`src/rtl/pp16_pkg.sv`:
```
package pp16_pkg;
    localparam int ADDR_W = 3;

    typedef enum logic [ADDR_W-1:0] {
        RA_CTRL   = 3'd0,
        RA_DIR_HI = 3'd1,
        RA_DIR_LO = 3'd2,
        RA_DATA_A = 3'd3,
        RA_DATA_B = 3'd4,
        RA_STATUS = 3'd5
    } reg_addr_e;

    localparam int CB_X1     = 0;
    localparam int CB_HS_EN  = 1;
    localparam int CB_PULSED = 2;
    localparam int CB_FALL   = 3;
    localparam int CB_DMA_EN = 4;

    typedef enum logic [1:0] {
        HS_IDLE  = 2'd0,
        HS_HOLD  = 2'd1,
        HS_PULSE = 2'd2
    } hs_state_e;
endpackage

```
`src/rtl/pp16_edge.sv`:
```
module pp16_edge (
    input  logic clk,
    input  logic rst_n,
    input  logic async_in,
    input  logic falling,
    output logic pulse
);
    logic s1_q, s2_q;

    always_ff @(posedge clk) begin
        if (!rst_n) begin
            s1_q <= 1'b0;
            s2_q <= 1'b0;
        end else begin
            s1_q <= async_in;
            s2_q <= s1_q;
        end
    end

    assign pulse = falling ? (~s1_q & s2_q) : (s1_q & ~s2_q);

    // one input transition yields a single-cycle edge
    p_edge_single_r7: assert property (@(posedge clk) disable iff (!rst_n)
        pulse |=> (!pulse || !$stable(falling)));
endmodule

```
`src/rtl/pp16_hs_fsm.sv`:
```
module pp16_hs_fsm
    import pp16_pkg::*;
#(
    parameter int PULSE_LEN = 4
) (
    input  logic clk,
    input  logic rst_n,
    input  logic en,
    input  logic out_mode,
    input  logic pulsed,
    input  logic edge_det,
    input  logic word_ready,
    input  logic stage_full,
    input  logic cap,
    output logic h4,
    output logic load_out
);
    localparam int CW = $clog2(PULSE_LEN + 1);

    hs_state_e state_q, state_d;
    logic [CW-1:0] cnt_q;

    always_ff @(posedge clk) begin
        if (!rst_n) begin
            state_q <= HS_IDLE;
            cnt_q   <= '0;
        end else begin
            state_q <= state_d;
            cnt_q   <= (state_q == HS_PULSE && state_d == HS_PULSE) ? cnt_q + 1'b1 : '0;
        end
    end

    always_comb begin
        state_d = state_q;
        if (!en) begin
            state_d = HS_IDLE;
        end else begin
            unique case (state_q)
                HS_IDLE: begin
                    if (out_mode) begin
                        if (word_ready) state_d = pulsed ? HS_PULSE : HS_HOLD;
                    end else if (pulsed) begin
                        if (cap) state_d = HS_PULSE;
                    end else if (!stage_full) begin
                        state_d = HS_HOLD;
                    end
                end
                HS_HOLD:  if (edge_det) state_d = HS_IDLE;
                HS_PULSE: if (cnt_q == CW'(PULSE_LEN - 1)) state_d = HS_IDLE;
                default:  state_d = HS_IDLE;
            endcase
        end
    end

    always_comb begin
        h4       = (state_q == HS_HOLD) || (state_q == HS_PULSE);
        load_out = en && out_mode && (state_q == HS_IDLE) && word_ready;
    end

    // an interlocked hold ends only on an H3 edge
    p_hold_until_edge_r8: assert property (@(posedge clk) disable iff (!rst_n)
        (state_q == HS_HOLD && en && !edge_det) |=> state_q == HS_HOLD);
    // the pulse counter never passes its length
    p_pulse_bound_r9: assert property (@(posedge clk) disable iff (!rst_n)
        (state_q == HS_PULSE) |-> (cnt_q < CW'(PULSE_LEN)));
    // a disabled handshake leaves H4 low on the next cycle
    p_h4_quiet_r11: assert property (@(posedge clk) disable iff (!rst_n)
        !en |=> !h4);
endmodule

```
`src/rtl/pp16_port.sv`:
```
module pp16_port
    import pp16_pkg::*;
#(
    parameter int BYTE_W    = 8,
    parameter int PULSE_LEN = 4
) (
    input  logic                clk,
    input  logic                rst_n,
    input  logic                bus_wr,
    input  logic                bus_rd,
    input  logic [ADDR_W-1:0]   bus_addr,
    input  logic [BYTE_W-1:0]   bus_wdata,
    output logic [BYTE_W-1:0]   bus_rdata,
    input  logic [2*BYTE_W-1:0] pin_in,
    output logic [2*BYTE_W-1:0] pin_out,
    output logic [2*BYTE_W-1:0] pin_oe,
    input  logic                hs_in,
    output logic                hs_out,
    output logic                dma_req
);
    localparam int WORD_W = 2 * BYTE_W;

    logic [BYTE_W-1:0] ctrl_q, dir_hi_q, dir_lo_q, hold_a_q;
    logic [WORD_W-1:0] fol_q, iol_q, stage_q, fil_q;
    logic iol_full_q, stage_full_q, fil_full_q, h3s_q;

    logic out_mode, hs_en, pulsed, falling, dma_en;
    logic wr_ctrl, wr_dhi, wr_dlo, wr_a, wr_b, wr_stat, rd_b;
    logic edge_det, cap, mv, rd_b_free, load_out, fsm_en;
    logic [WORD_W-1:0] dir_w, in_word, view_w;

    assign out_mode = ctrl_q[CB_X1];
    assign hs_en    = ctrl_q[CB_HS_EN];
    assign pulsed   = ctrl_q[CB_PULSED];
    assign falling  = ctrl_q[CB_FALL];
    assign dma_en   = ctrl_q[CB_DMA_EN];

    assign wr_ctrl = bus_wr && (bus_addr == RA_CTRL);
    assign wr_dhi  = bus_wr && (bus_addr == RA_DIR_HI);
    assign wr_dlo  = bus_wr && (bus_addr == RA_DIR_LO);
    assign wr_a    = bus_wr && (bus_addr == RA_DATA_A);
    assign wr_b    = bus_wr && (bus_addr == RA_DATA_B);
    assign wr_stat = bus_wr && (bus_addr == RA_STATUS);
    assign rd_b    = bus_rd && (bus_addr == RA_DATA_B);

    pp16_edge u_edge (
        .clk      (clk),
        .rst_n    (rst_n),
        .async_in (hs_in),
        .falling  (falling),
        .pulse    (edge_det)
    );

    assign cap       = edge_det && hs_en && !out_mode && !stage_full_q;
    assign rd_b_free = rd_b && hs_en && !out_mode;
    assign mv        = stage_full_q && (!fil_full_q || rd_b_free);
    assign fsm_en    = hs_en && !wr_ctrl;

    pp16_hs_fsm #(.PULSE_LEN(PULSE_LEN)) u_fsm (
        .clk        (clk),
        .rst_n      (rst_n),
        .en         (fsm_en),
        .out_mode   (out_mode),
        .pulsed     (pulsed),
        .edge_det   (edge_det),
        .word_ready (iol_full_q),
        .stage_full (stage_full_q),
        .cap        (cap),
        .h4         (hs_out),
        .load_out   (load_out)
    );

    // configuration registers
    always_ff @(posedge clk) begin
        if (!rst_n) begin
            ctrl_q   <= '0;
            dir_hi_q <= '0;
            dir_lo_q <= '0;
            hold_a_q <= '0;
        end else begin
            if (wr_ctrl) ctrl_q   <= bus_wdata;
            if (wr_dhi)  dir_hi_q <= bus_wdata;
            if (wr_dlo)  dir_lo_q <= bus_wdata;
            if (wr_a)    hold_a_q <= bus_wdata;
        end
    end

    // output path: single buffered (X0) or held-A double buffered (X1)
    always_ff @(posedge clk) begin
        if (!rst_n) begin
            fol_q      <= '0;
            iol_q      <= '0;
            iol_full_q <= 1'b0;
        end else begin
            if (!out_mode) begin
                if (wr_a) fol_q[WORD_W-1:BYTE_W] <= bus_wdata;
                if (wr_b) fol_q[BYTE_W-1:0]      <= bus_wdata;
            end else if (!hs_en) begin
                if (wr_b) fol_q <= {hold_a_q, bus_wdata};
            end else if (load_out) begin
                fol_q <= iol_q;
            end

            if (out_mode && hs_en) begin
                if (wr_b) begin
                    iol_q      <= {hold_a_q, bus_wdata};
                    iol_full_q <= 1'b1;
                end else if (load_out) begin
                    iol_full_q <= 1'b0;
                end
            end else begin
                iol_full_q <= 1'b0;
            end
        end
    end

    // input path: staging latch then final input latch
    always_ff @(posedge clk) begin
        if (!rst_n) begin
            stage_q      <= '0;
            fil_q        <= '0;
            stage_full_q <= 1'b0;
            fil_full_q   <= 1'b0;
        end else if (out_mode) begin
            stage_full_q <= 1'b0;
            fil_full_q   <= 1'b0;
        end else if (!hs_en) begin
            fil_q        <= pin_in;
            stage_full_q <= 1'b0;
            fil_full_q   <= 1'b0;
        end else begin
            if (cap) stage_q <= pin_in;
            if (mv)  fil_q   <= stage_q;
            stage_full_q <= cap ? 1'b1 : (mv ? 1'b0 : stage_full_q);
            fil_full_q   <= mv  ? 1'b1 : (rd_b_free ? 1'b0 : fil_full_q);
        end
    end

    // edge status flag: edge beats software clear
    always_ff @(posedge clk) begin
        if (!rst_n)                     h3s_q <= 1'b0;
        else if (edge_det)              h3s_q <= 1'b1;
        else if (wr_stat && bus_wdata[0]) h3s_q <= 1'b0;
    end

    assign dir_w   = {dir_hi_q, dir_lo_q};
    assign in_word = out_mode ? pin_in : fil_q;
    assign view_w  = (dir_w & fol_q) | (~dir_w & in_word);

    always_comb begin
        bus_rdata = '0;
        unique case (bus_addr)
            RA_CTRL:   bus_rdata = ctrl_q;
            RA_DIR_HI: bus_rdata = dir_hi_q;
            RA_DIR_LO: bus_rdata = dir_lo_q;
            RA_DATA_A: bus_rdata = view_w[WORD_W-1:BYTE_W];
            RA_DATA_B: bus_rdata = view_w[BYTE_W-1:0];
            RA_STATUS: bus_rdata = BYTE_W'({iol_full_q, fil_full_q, h3s_q});
            default:   bus_rdata = '0;
        endcase
    end

    assign pin_out = fol_q;
    assign pin_oe  = dir_w;
    assign dma_req = dma_en && hs_en && (out_mode ? !iol_full_q : fil_full_q);

    // a valid edge always leaves the flag set
    p_h3s_set_r7: assert property (@(posedge clk) disable iff (!rst_n)
        edge_det |=> h3s_q);
    // a lone port A write in X1 does not disturb the pins
    p_hold_no_commit_r5: assert property (@(posedge clk) disable iff (!rst_n)
        (wr_a && out_mode && !hs_en && !wr_ctrl) |=> $stable(pin_out));
    // the final input latch stays full until a port B read
    p_fil_keep_r10: assert property (@(posedge clk) disable iff (!rst_n)
        (hs_en && !out_mode && fil_full_q && !rd_b && !wr_ctrl) |=> fil_full_q);
    // a capture only happens into an empty staging latch
    p_cap_empty_r10: assert property (@(posedge clk) disable iff (!rst_n)
        cap |=> stage_full_q);
endmodule

```
`config.mk`:
```
export PLATFORM = sky130hd
export DESIGN_NAME = pp16_port
export DESIGN_NICKNAME = d
export VERILOG_FILES = /design/src/rtl/pp16_pkg.sv /design/src/rtl/pp16_edge.sv /design/src/rtl/pp16_hs_fsm.sv /design/src/rtl/pp16_port.sv
export SDC_FILE = /design/constraint.sdc
export NUM_CORES = 1
export LEC_CHECK = 0
export BUFFER_PORTS_ARGS = -buffer_cell sky130_fd_sc_hd__buf_2
export CORE_AREA = 8 8 106 108
export CTS_BUF_LIST = sky130_fd_sc_hd__clkbuf_8
export DETAILED_ROUTE_END_ITERATION = 8
export DIE_AREA = 0 0 114 116
export GPL_ROUTABILITY_DRIVEN = 0
export MAX_ROUTING_LAYER = met4
export PLACE_DENSITY = 0.76
export SKIP_LAST_GASP = 1
export SLEW_MARGIN = 25
export SYNTH_ARGS = -nofsm -noshare
export SYNTH_HDL_FRONTEND = slang
export SYNTH_SLANG_ARGS = --single-unit
```
`constraint.sdc`:
```
create_clock -name clk -period 2.96 [get_ports clk]
set_input_delay 0.592 -clock clk [delete_from_list [all_inputs] [get_ports clk]]
set_output_delay 0.592 -clock clk [all_outputs]
set_load 0.01 [all_outputs]
```
==> results of run 1 <==
[through the flow]
stage	cell area (um2)	utilization, %
6_report	5790	60.6
3_5_place_dp	5600	58.6
2_1_floorplan	5170	-
3_3_place_gp	5600	58.6
4_1_cts	5790	60.6
5_1_grt	5790	60.6
[final timing paths]
check,startpoint,cells after the start,to
setup reg to reg,ctrl_q[0],6,iol_q[15]
hold reg to reg,u_fsm.cnt_q[0],1,u_fsm.cnt_q[0]
setup / recovery,ctrl_q[0],6,bus_rdata[3]
hold / removal,hs_in,2,u_edge.s1_q
[layer usage]
metal  track usage (%)  vias to the layer above
li1                  -                     2323
met1              29.4                     2347
met2              36.8                      233
met3              4.48                       32
met4              10.0                        0
met5                 -                        -
[cell families (layout without fill, tap and decap cells)]
logic type	after synthesis	after routing	synth area share (%)
multiplexers	43	43	8.93
flip-flops	107	107	41.4
adder cells (fa/ha/maj)	6	6	1.45
buffers and inverters	58	113	5.13
AO/OA/AOI/OAI	163	163	20.8
AND/OR/NAND/NOR	256	256	22.2
[cell type report]
class | count | area, um2
fill | 871 | 3760
multi-input combinational | 468 | 2770
sequential | 107 | 2140
timing repair buffer | 86 | 475
tap | 133 | 166
clock buffer | 10 | 138
clock inverter | 5 | 55.1
inverter | 12 | 45.0
[layout by cell type (no fill, tap or decap), types with 3 or more instances in the layout]
cell       netlist  final
a2111oi_1        3      3
a211oi_1         4      4
a21oi_1         82     82
a222oi_1         5      5
a311oi_1        10     10
a31oi_1          3      3
and2_1           4      4
buf_2           16     73
buf_4            3     12
clkbuf_8         0     10
dfxtp_1        107    106
ha_1             6      6
inv_1           11     13
mux2_2           5      5
mux2i_1         36     36
nand2_1        136    136
nand2b_1         5      5
nand3_1         17     17
nand3b_1         6      6
nor2_1          63     63
nor3_1           8      8
o21ai_0         20     20
o221a_2         16     16
o22ai_1          5      5
o2bb2ai_1        3      3
or2_2            3      3
[registers in the layout, indices dropped and copies added (netlist names)]
register,count
ctrl_q,8
dir_hi_q,8
dir_lo_q,8
fil_full_q,1
fil_q,16
h3s_q,1
hold_a_q,8
iol_full_q,1
iol_q,16
pin_out,16
stage_full_q,1
stage_q,16
u_edge.s1_q,1
u_edge.s2_q,1
u_fsm.cnt_q,3
u_fsm.state_q,2
[report_power, final]
part	total (W)	internal, W	switching, W
logic	0.000278	0.000108	0.000170
registers	0.00151	0.00147	0.0000336
clock network	0.000901	0.000409	0.000492
total	0.00269	0.00199	0.000696
[critical path, delay by kind of cell (launching register included)]
family          cells  cell delay, ns
compound gates      3            0.59
buf+inv             2            0.44
flops               1            0.65
mux                 1            0.21
==> results.cfg, run 1 <==
[yosys]
ys_seq_area_share_pct = 41.4
synth_cells = 633
synth-seq-cells = 107
syn_avg_cell_area_um2 = 8.17
synth_most_common_cell = nand2_1
synth_fp_nets = 671
ys_top_cells_by_count = nand2_1 (136), dfxtp_1 (107), a21oi_1 (82), nor2_1 (63), mux2i_1 (36)
ys_warn_count = 0
synth_area_um2 = 5170
synth_edf_count = 0
synth.distinct_cells = 51
post-synth-top-area-cell = dfxtp_1
synth_top_cell_area_share_pct = 41.4
synth.top_cells.by_area = dfxtp_1 (41%), nand2_1 (9.9%), a21oi_1 (7.9%), mux2i_1 (7.0%), nor2_1 (4.6%)
synth_flop_cell = dfxtp_1
async_reset_ff_share_pct = 0

[setup_path]
path_max_fanout = 18
path_class = flip-flop to output port
cp_data_required_time_ns = 2.37
cp_slowest_cell = dfxtp_2
arrival_ns = 2.26
cp-end-kind = output port
critPathMaxStageDelay_ns = 0.65
start_kind = flip-flop
cp_cell_sequence = buf_4, mux2i_1, o21ai_0, a222oi_1, o22ai_1, buf_2
reg2reg_setup_slack_ns = 0.81

[detailed_routing]
drtIter0Drc = 508
num_vias = 4935
routed_wl_um = 15200
post-route-drc-count = 0
first_pass_iters = 6
top_layer = met4
wl_met2_um = 7080
route.met3.wl_um = 1200
ant_nets = 0
drt-met1-wl_um = 6440
vias_per_cell = 6.01
post_drt_wl_per_cell_um = 18.5

[global_routing]
grt_overflow_total = 0
grt_pass1_wl_um = 24000
grt_start_max_net_pins = 76
antenna_found_initial = 0
track_usage_pct = 23.6
grt_pass1_vias = 4668

[floorplanning]
die_x_um = 114
die_h_um = 116
pin_count = 74
initial_core_util_pct = 54.1
core-area_um2 = 9550
row_count = 36
dieArea_um2 = 13200

[placement]
placed_cells = 806
io_buffer_count = 73
place_ws_ns = 0.434
place_hpwl_um = 10800

[final_layout]
area_growth_pct = 12.0
instances_no_fill = 821
antenna_cells = 0
drive_gt1_share_pct = 19.9
nets = 722

[clock_network]
root_buffer = clkbuf_8
clkLatencyLatePin_ns = 0.38
cts_made_buffers = 9
cts_setup_buffers = 0
postCtsHoldBufs = 0
clkTransAtPathRegs_ns = 0.10
cts-resized-gates = 0
h-tree-depth = 3
cts.sinks = 107
cts_tree = yes
ctsLongestPathBuffers = 2

[sta]
min_period_ns = 2.85
rsz0062_at_grt = no
hold_ws_ns = 0.429
fin_skew_ns = 0.0116
setup_viol = 0
setup-tns-final_ns = 0
worst_pin_slew_ns = 0.910
fmax_ghz = 0.351
report.final.slew_viol_count = 0
min_period_over_period_pct = 96.3
relSlewSlack_pct = 39.0
hold_viol_final = 0
fin_ws_ns = 0.110

[pwr]
vdd_drop_max_mv = 0.372
power_density_nw_per_um2 = 464
p_leak_nw = 2.11
finalPower_w = 0.00269

[run]
max_cap_viol_count = 0

[min_path]
hold_path.class = primary input to flip-flop

[run_status]
outcome = complete, no violations
No activity file was read; power rests on OpenSTA's default activity.
==> run 2: changes to the inputs <==
--- a/config.mk
+++ b/config.mk
@@ -13,6 +13,7 @@
 export GPL_ROUTABILITY_DRIVEN = 0
 export MAX_ROUTING_LAYER = met4
 export PLACE_DENSITY = 0.76
+export REMOVE_ABC_BUFFERS = 1
 export SKIP_LAST_GASP = 1
 export SLEW_MARGIN = 25
 export SYNTH_ARGS = -nofsm -noshare
==> constraint.sdc (replaced) <==
create_clock -name clk -period 3.63 [get_ports clk]
set_input_delay 0.726 -clock clk [delete_from_list [all_inputs] [get_ports clk]]
set_output_delay 0.726 -clock clk [all_outputs]
set_load 0.01 [all_outputs]
==> run 2 against run 1 <==
Compared with the run above: die area is the same; setup slack gained 0.37 ns; critical endpoint is now bus_rdata[2]; clock-buffer cell count grew 3; non-clock buffer count shrank 5; critical path type unchanged; total power shrank 20%; largest cell class unchanged; global-route usage shrank 0.44 points; register-to-register slack lost 0.15 ns; clock skew shrank 0.0070 ns.
==> results.cfg, run 2 (synthesized netlist as in run 1, its figures left out) <==
[setup_path]
cp_slowest_cell = dfxtp_2
r2r_cells = 5
arrival_ns = 2.43
cp_data_required_time_ns = 2.90
startpoint = ctrl_q[0]
reg2reg_setup_slack_ns = 0.66
r2r_start = ctrl_q[0]
cp-end-kind = output port
critPathBufInv = 1
path_max_fanout = 28
start_kind = flip-flop
critPathMaxStageDelay_ns = 0.83
cp_cell_sequence = mux2i_1, o21ai_0, mux4_2, o2bb2ai_1, buf_2
path_class = flip-flop to output port
critPathTopFamily = flip-flops
reg2reg_to = pin_out[0]

[pwr]
swShare_pct = 25.5
power_frac_seq_pct = 56.9
p_switching_w = 0.000551
power_frac_comb_pct = 10.1
power_density_nw_per_um2 = 376
pwr-share-clk_pct = 32.9
p_int_w = 0.00161
p_leak_nw = 2.08
vdd_drop_max_mv = 0.278

[final_layout]
layout_commonest_cell = nand2_1
drive_gt1_share_pct = 19.4
multi_input_area_um2 = 2770
antenna_cells = 0
nFillCells = 873
seq_area_um2 = 2140
area_growth_pct = 11.0
nets = 717
layout_common_cells = nand2_1 (136), dfxtp_1 (106), a21oi_1 (82)

[run]
max_cap_viol_count = 0

[floorplanning]
pin_count = 74
die_h_um = 116
dieArea_um2 = 13200
initial_core_util_pct = 54.1
row_count = 36
core-area_um2 = 9550
die_x_um = 114

[run_status]
outcome = complete, no violations

[detailed_routing]
ant_nets = 0
vias_per_cell = 5.95
first_pass_iters = 7
drtIter0Drc = 486
post-route-drc-count = 0
post_drt_wl_per_cell_um = 17.9
routed_wl_um = 14600
num_vias = 4862

[clock_network]
ctsLongestPathBuffers = 2
cts_tree = yes
clkTransAtPathRegs_ns = 0.09
cts-resized-gates = 0
postCtsHoldBufs = 0
clkLatencyLatePin_ns = 0.38
h-tree-depth = 3
root_buffer = clkbuf_8
cts_made_buffers = 9
cts.sinks = 107
cts_setup_buffers = 0

[sta]
hold_viol_final = 0
min_period_ns = 3.15
rsz0062_at_grt = no
report.final.slew_viol_count = 0
hold_ws_ns = 0.453
fin_skew_ns = 0.00461
fmax_ghz = 0.317
relSlewSlack_pct = 44.2
worst_pin_slew_ns = 0.833
min_period_over_period_pct = 86.8
setup_viol = 0
setup-tns-final_ns = 0

[placement]
io_buffer_count = 73
place_hpwl_um = 10200

[global_routing]
antenna_found_initial = 0
track_usage_pct = 23.2
grt_pass1_wl_um = 23800
grt_overflow_total = 0
grt_pass1_vias = 4661
grt_start_max_net_pins = 67

[min_path]
hold_end = u_fsm.cnt_q[0]
hp-start = u_fsm.cnt_q[0]
hold_path.class = flip-flop to flip-flop
holdPathStages = 1
[run 2: layer usage]
| metal | vias up | GRT usage [%] | wire length, um |
|---|---|---|---|
| met4 | 0 | 7.54 | 151 |
| li1 | 2316 | - | - |
| met1 | 2328 | 27.7 | 6070 |
| met5 | - | - | 0 |
| met2 | 196 | 37.4 | 7280 |
| met3 | 22 | 6.04 | 1120 |
[run 2: layout make-up]
class	instances	area share (%)
flip-flops and latches	107	37.3
repair buffers	81	7.41
inverters	12	0.785
well taps	133	2.90
clock inverters	3	0.218
clock buffers	13	3.12
multi-input cells	468	48.2
[run 2: how the worst max path moves through the flow]
stage | end | cells after the start
after CTS | bus_rdata[2] | 5
after global placement | pin_out[5] | 5
final | bus_rdata[2] | 5
after floorplan | pin_out[0] | 4
after detailed placement | pin_out[0] | 5
after global routing | pin_out[0] | 5
[run 2: worst reg2reg max path, delay by kind of cell (launching register included)]
kind	cells	cell delay (ns)
AOI/OAI and AO/OA	1	0.14
buffers and inverters	1	0.46
DFF	1	0.83
and+or+nand+nor	3	1.40
[run 2: power by group through the flow]
stage,registers (W),clock network (W),logic [W]
4_1_cts,0.00123,0.000726,0.000217
6_report,0.00123,0.000710,0.000219
3_5_place_dp,0.00126,0,0.000216
2_1_floorplan,0.00125,0,0.000118
5_1_grt,0.00123,0.000770,0.000240
3_3_place_gp,0.00125,0,0.000211
[run 2: per-stage QoR]
stage          utilization [%]  instances  worst slack (ns)  power, W  area, um2
2_1_floorplan                -        587             0.378   0.00137       4950
3_3_place_gp              58.1        801             0.823   0.00146       5550
3_5_place_dp              58.1        801             0.762   0.00147       5550
4_1_cts                   60.1        817             0.493   0.00217       5740
5_1_grt                   60.1        817             0.393   0.00224       5740
6_report                  60.1        817             0.478   0.00216       5740
==> run 3: changes to the inputs <==
--- a/config.mk
+++ b/config.mk
@@ -6,13 +6,13 @@
 export NUM_CORES = 1
 export LEC_CHECK = 0
 export BUFFER_PORTS_ARGS = -buffer_cell sky130_fd_sc_hd__buf_2
-export CORE_AREA = 8 8 106 108
+export CORE_AREA = 8 8 107 109
 export CTS_BUF_LIST = sky130_fd_sc_hd__clkbuf_8
 export DETAILED_ROUTE_END_ITERATION = 8
-export DIE_AREA = 0 0 114 116
+export DIE_AREA = 0 0 115 117
 export GPL_ROUTABILITY_DRIVEN = 0
 export MAX_ROUTING_LAYER = met4
-export PLACE_DENSITY = 0.76
+export PLACE_DENSITY = 0.78
 export REMOVE_ABC_BUFFERS = 1
 export SKIP_LAST_GASP = 1
 export SLEW_MARGIN = 25
==> constraint.sdc (replaced) <==
create_clock -name clk -period 2.7 [get_ports clk]
set_input_delay 0.54 -clock clk [delete_from_list [all_inputs] [get_ports clk]]
set_output_delay 0.54 -clock clk [all_outputs]
set_load 0.01 [all_outputs]
==> run 3 against run 2 <==
Compared with the run above: first-iteration DRC count down 16%; combinational power up 40%; worst hold slack worse by 0.095 ns; total power grew 46%; critical endpoint is now bus_rdata[0]; setup slack worse by 0.28 ns; critical path type unchanged; clock power increased by 69%; flip-flop and latch count did not move; highest routed layer unchanged.
==> results.cfg, run 3 (synthesized netlist as in run 1, its figures left out) <==
[run_status]
outcome = complete, no violations

[clock_network]
postCtsHoldBufs = 0
root_buffer = clkbuf_8
cts_tree = yes
clkTransAtPathRegs_ns = 0.11
cts_made_buffers = 9
cts.sinks = 107
ctsLongestPathBuffers = 2
h-tree-depth = 3
clkLatencyLatePin_ns = 0.38

[detailed_routing]
first_pass_iters = 5
top_layer = met4
drt-met1-wl_um = 6100
post-route-drc-count = 0
post_drt_wl_per_cell_um = 17.4
num_vias = 4877
route.met3.wl_um = 913
ant_nets = 0
vias_per_cell = 5.85
routed_wl_um = 14500
wl_met2_um = 7240
drtIter0Drc = 408

[final_layout]
nets = 730
design_area_um2 = 5920
area_growth_pct = 14.5
seq_area_um2 = 2150
nFillCells = 899
layout_commonest_cell = nand2_1
multi_input_area_um2 = 2770
layout_common_cells = nand2_1 (136), dfxtp_1 (106), a21oi_1 (82)
final_util_pct = 59.7
drive_gt1_share_pct = 21.4

[setup_path]
start_kind = flip-flop
path_max_fanout = 7
cp-end-kind = output port
arrival_ns = 1.96
path_class = flip-flop to output port
cp_data_required_time_ns = 2.16

[global_routing]
grt_start_max_net_pins = 43
grt_pass1_wl_um = 23300
grt_overflow_total = 0
track_usage_pct = 22.3
antenna_found_initial = 1
grt_pass1_vias = 4720

[sta]
fin_skew_ns = 0.0108
rsz0062_at_grt = no
hold_viol_final = 0
setup-tns-final_ns = 0
min_period_over_period_pct = 92.6
setup_viol = 0
min_period_ns = 2.50
report.final.slew_viol_count = 0
worst_pin_slew_ns = 0.689
relSlewSlack_pct = 54.0
fmax_ghz = 0.400
fin_ws_ns = 0.201

[floorplanning]
dieArea_um2 = 13500
die_h_um = 117
die_x_um = 115
initial_core_util_pct = 52.2
row_count = 37
pin_count = 74
core-area_um2 = 9910

[run]
max_cap_viol_count = 0

[placement]
place_ws_ns = 0.224
place_hpwl_um = 10500
dpl_cell_area_um2 = 5630
io_buffer_count = 73

[pwr]
p_leak_nw = 2.16
power_density_nw_per_um2 = 533
vdd_drop_max_mv = 0.338

[min_path]
hold_path.class = primary input to flip-flop
## run 3: cell types whose count changed in the layout (fill, tap and decap cells not counted), moves of 2 or more
cell and delta:
inv_1 -2, inv_6 +2, bufinv_16 +3, buf_4 +12
clkbuf_8 -4
## run 3: metal layers
metal	vias to the layer above	GRT usage, %
met5	-	-
met4	0	9.11
met3	25	4.00
met2	199	37.2
met1	2315	26.3
li1	2338	-
## run 3: worst paths after layout
| kind | end | slack [ns] | start | cells past startpoint |
|---|---|---|---|---|
| setup reg to reg | pin_out[5] | 0.55 | ctrl_q[0] | 7 |
| hold / removal | u_edge.s1_q | 0.36 | hs_in | 2 |
| hold reg to reg | u_fsm.cnt_q[0] | 0.46 | u_fsm.cnt_q[0] | 1 |
| setup / recovery | bus_rdata[0] | 0.20 | ctrl_q[0] | 5 |
## run 3: critical path, cell delays in order (launching register included)
cell and delay, ns:
dfxtp_4 0.43, mux2i_1 0.27, o21ai_0 0.11, mux4_2 0.47
o2bb2ai_1 0.15, buf_2 0.15
## run 3: repair_timing
action / CTS / global route
buffers inserted: 0 / 3
gates cloned: 0 / 0
resized for setup: 1 / 0
setup endpoints to repair: 2 / 1
endpoints found under the hold margin: 0 / 0
## run 3: area by class of cell
cell class / count / area share (%)
inverter: 12 / 0.761
tap: 136 / 2.88
timing repair buffer: 94 / 9.05
sequential: 107 / 36.3
antenna: 1 / 0.0423
clock buffer: 9 / 2.09
clock inverter: 7 / 2.09
multi-input combinational: 468 / 46.8
## run 3: per-stage QoR
stage          total power, W  hold slack (ns)  instances
2_1_floorplan         0.00184            0.406        587
3_3_place_gp          0.00197            0.417        814
3_5_place_dp          0.00198            0.445        814
4_1_cts               0.00316            0.350        830
5_1_grt               0.00325            0.354        834
6_report              0.00315            0.358        834
## run 3: report_power, final
group | leakage (nW) | internal [W] | switching [W] | total, W
Combinational | 1.17 | 0.000122 | 0.000184 | 0.000307
Clock | 0.120 | 0.000624 | 0.000574 | 0.00120
Sequential | 0.870 | 0.00162 | 0.0000347 | 0.00165
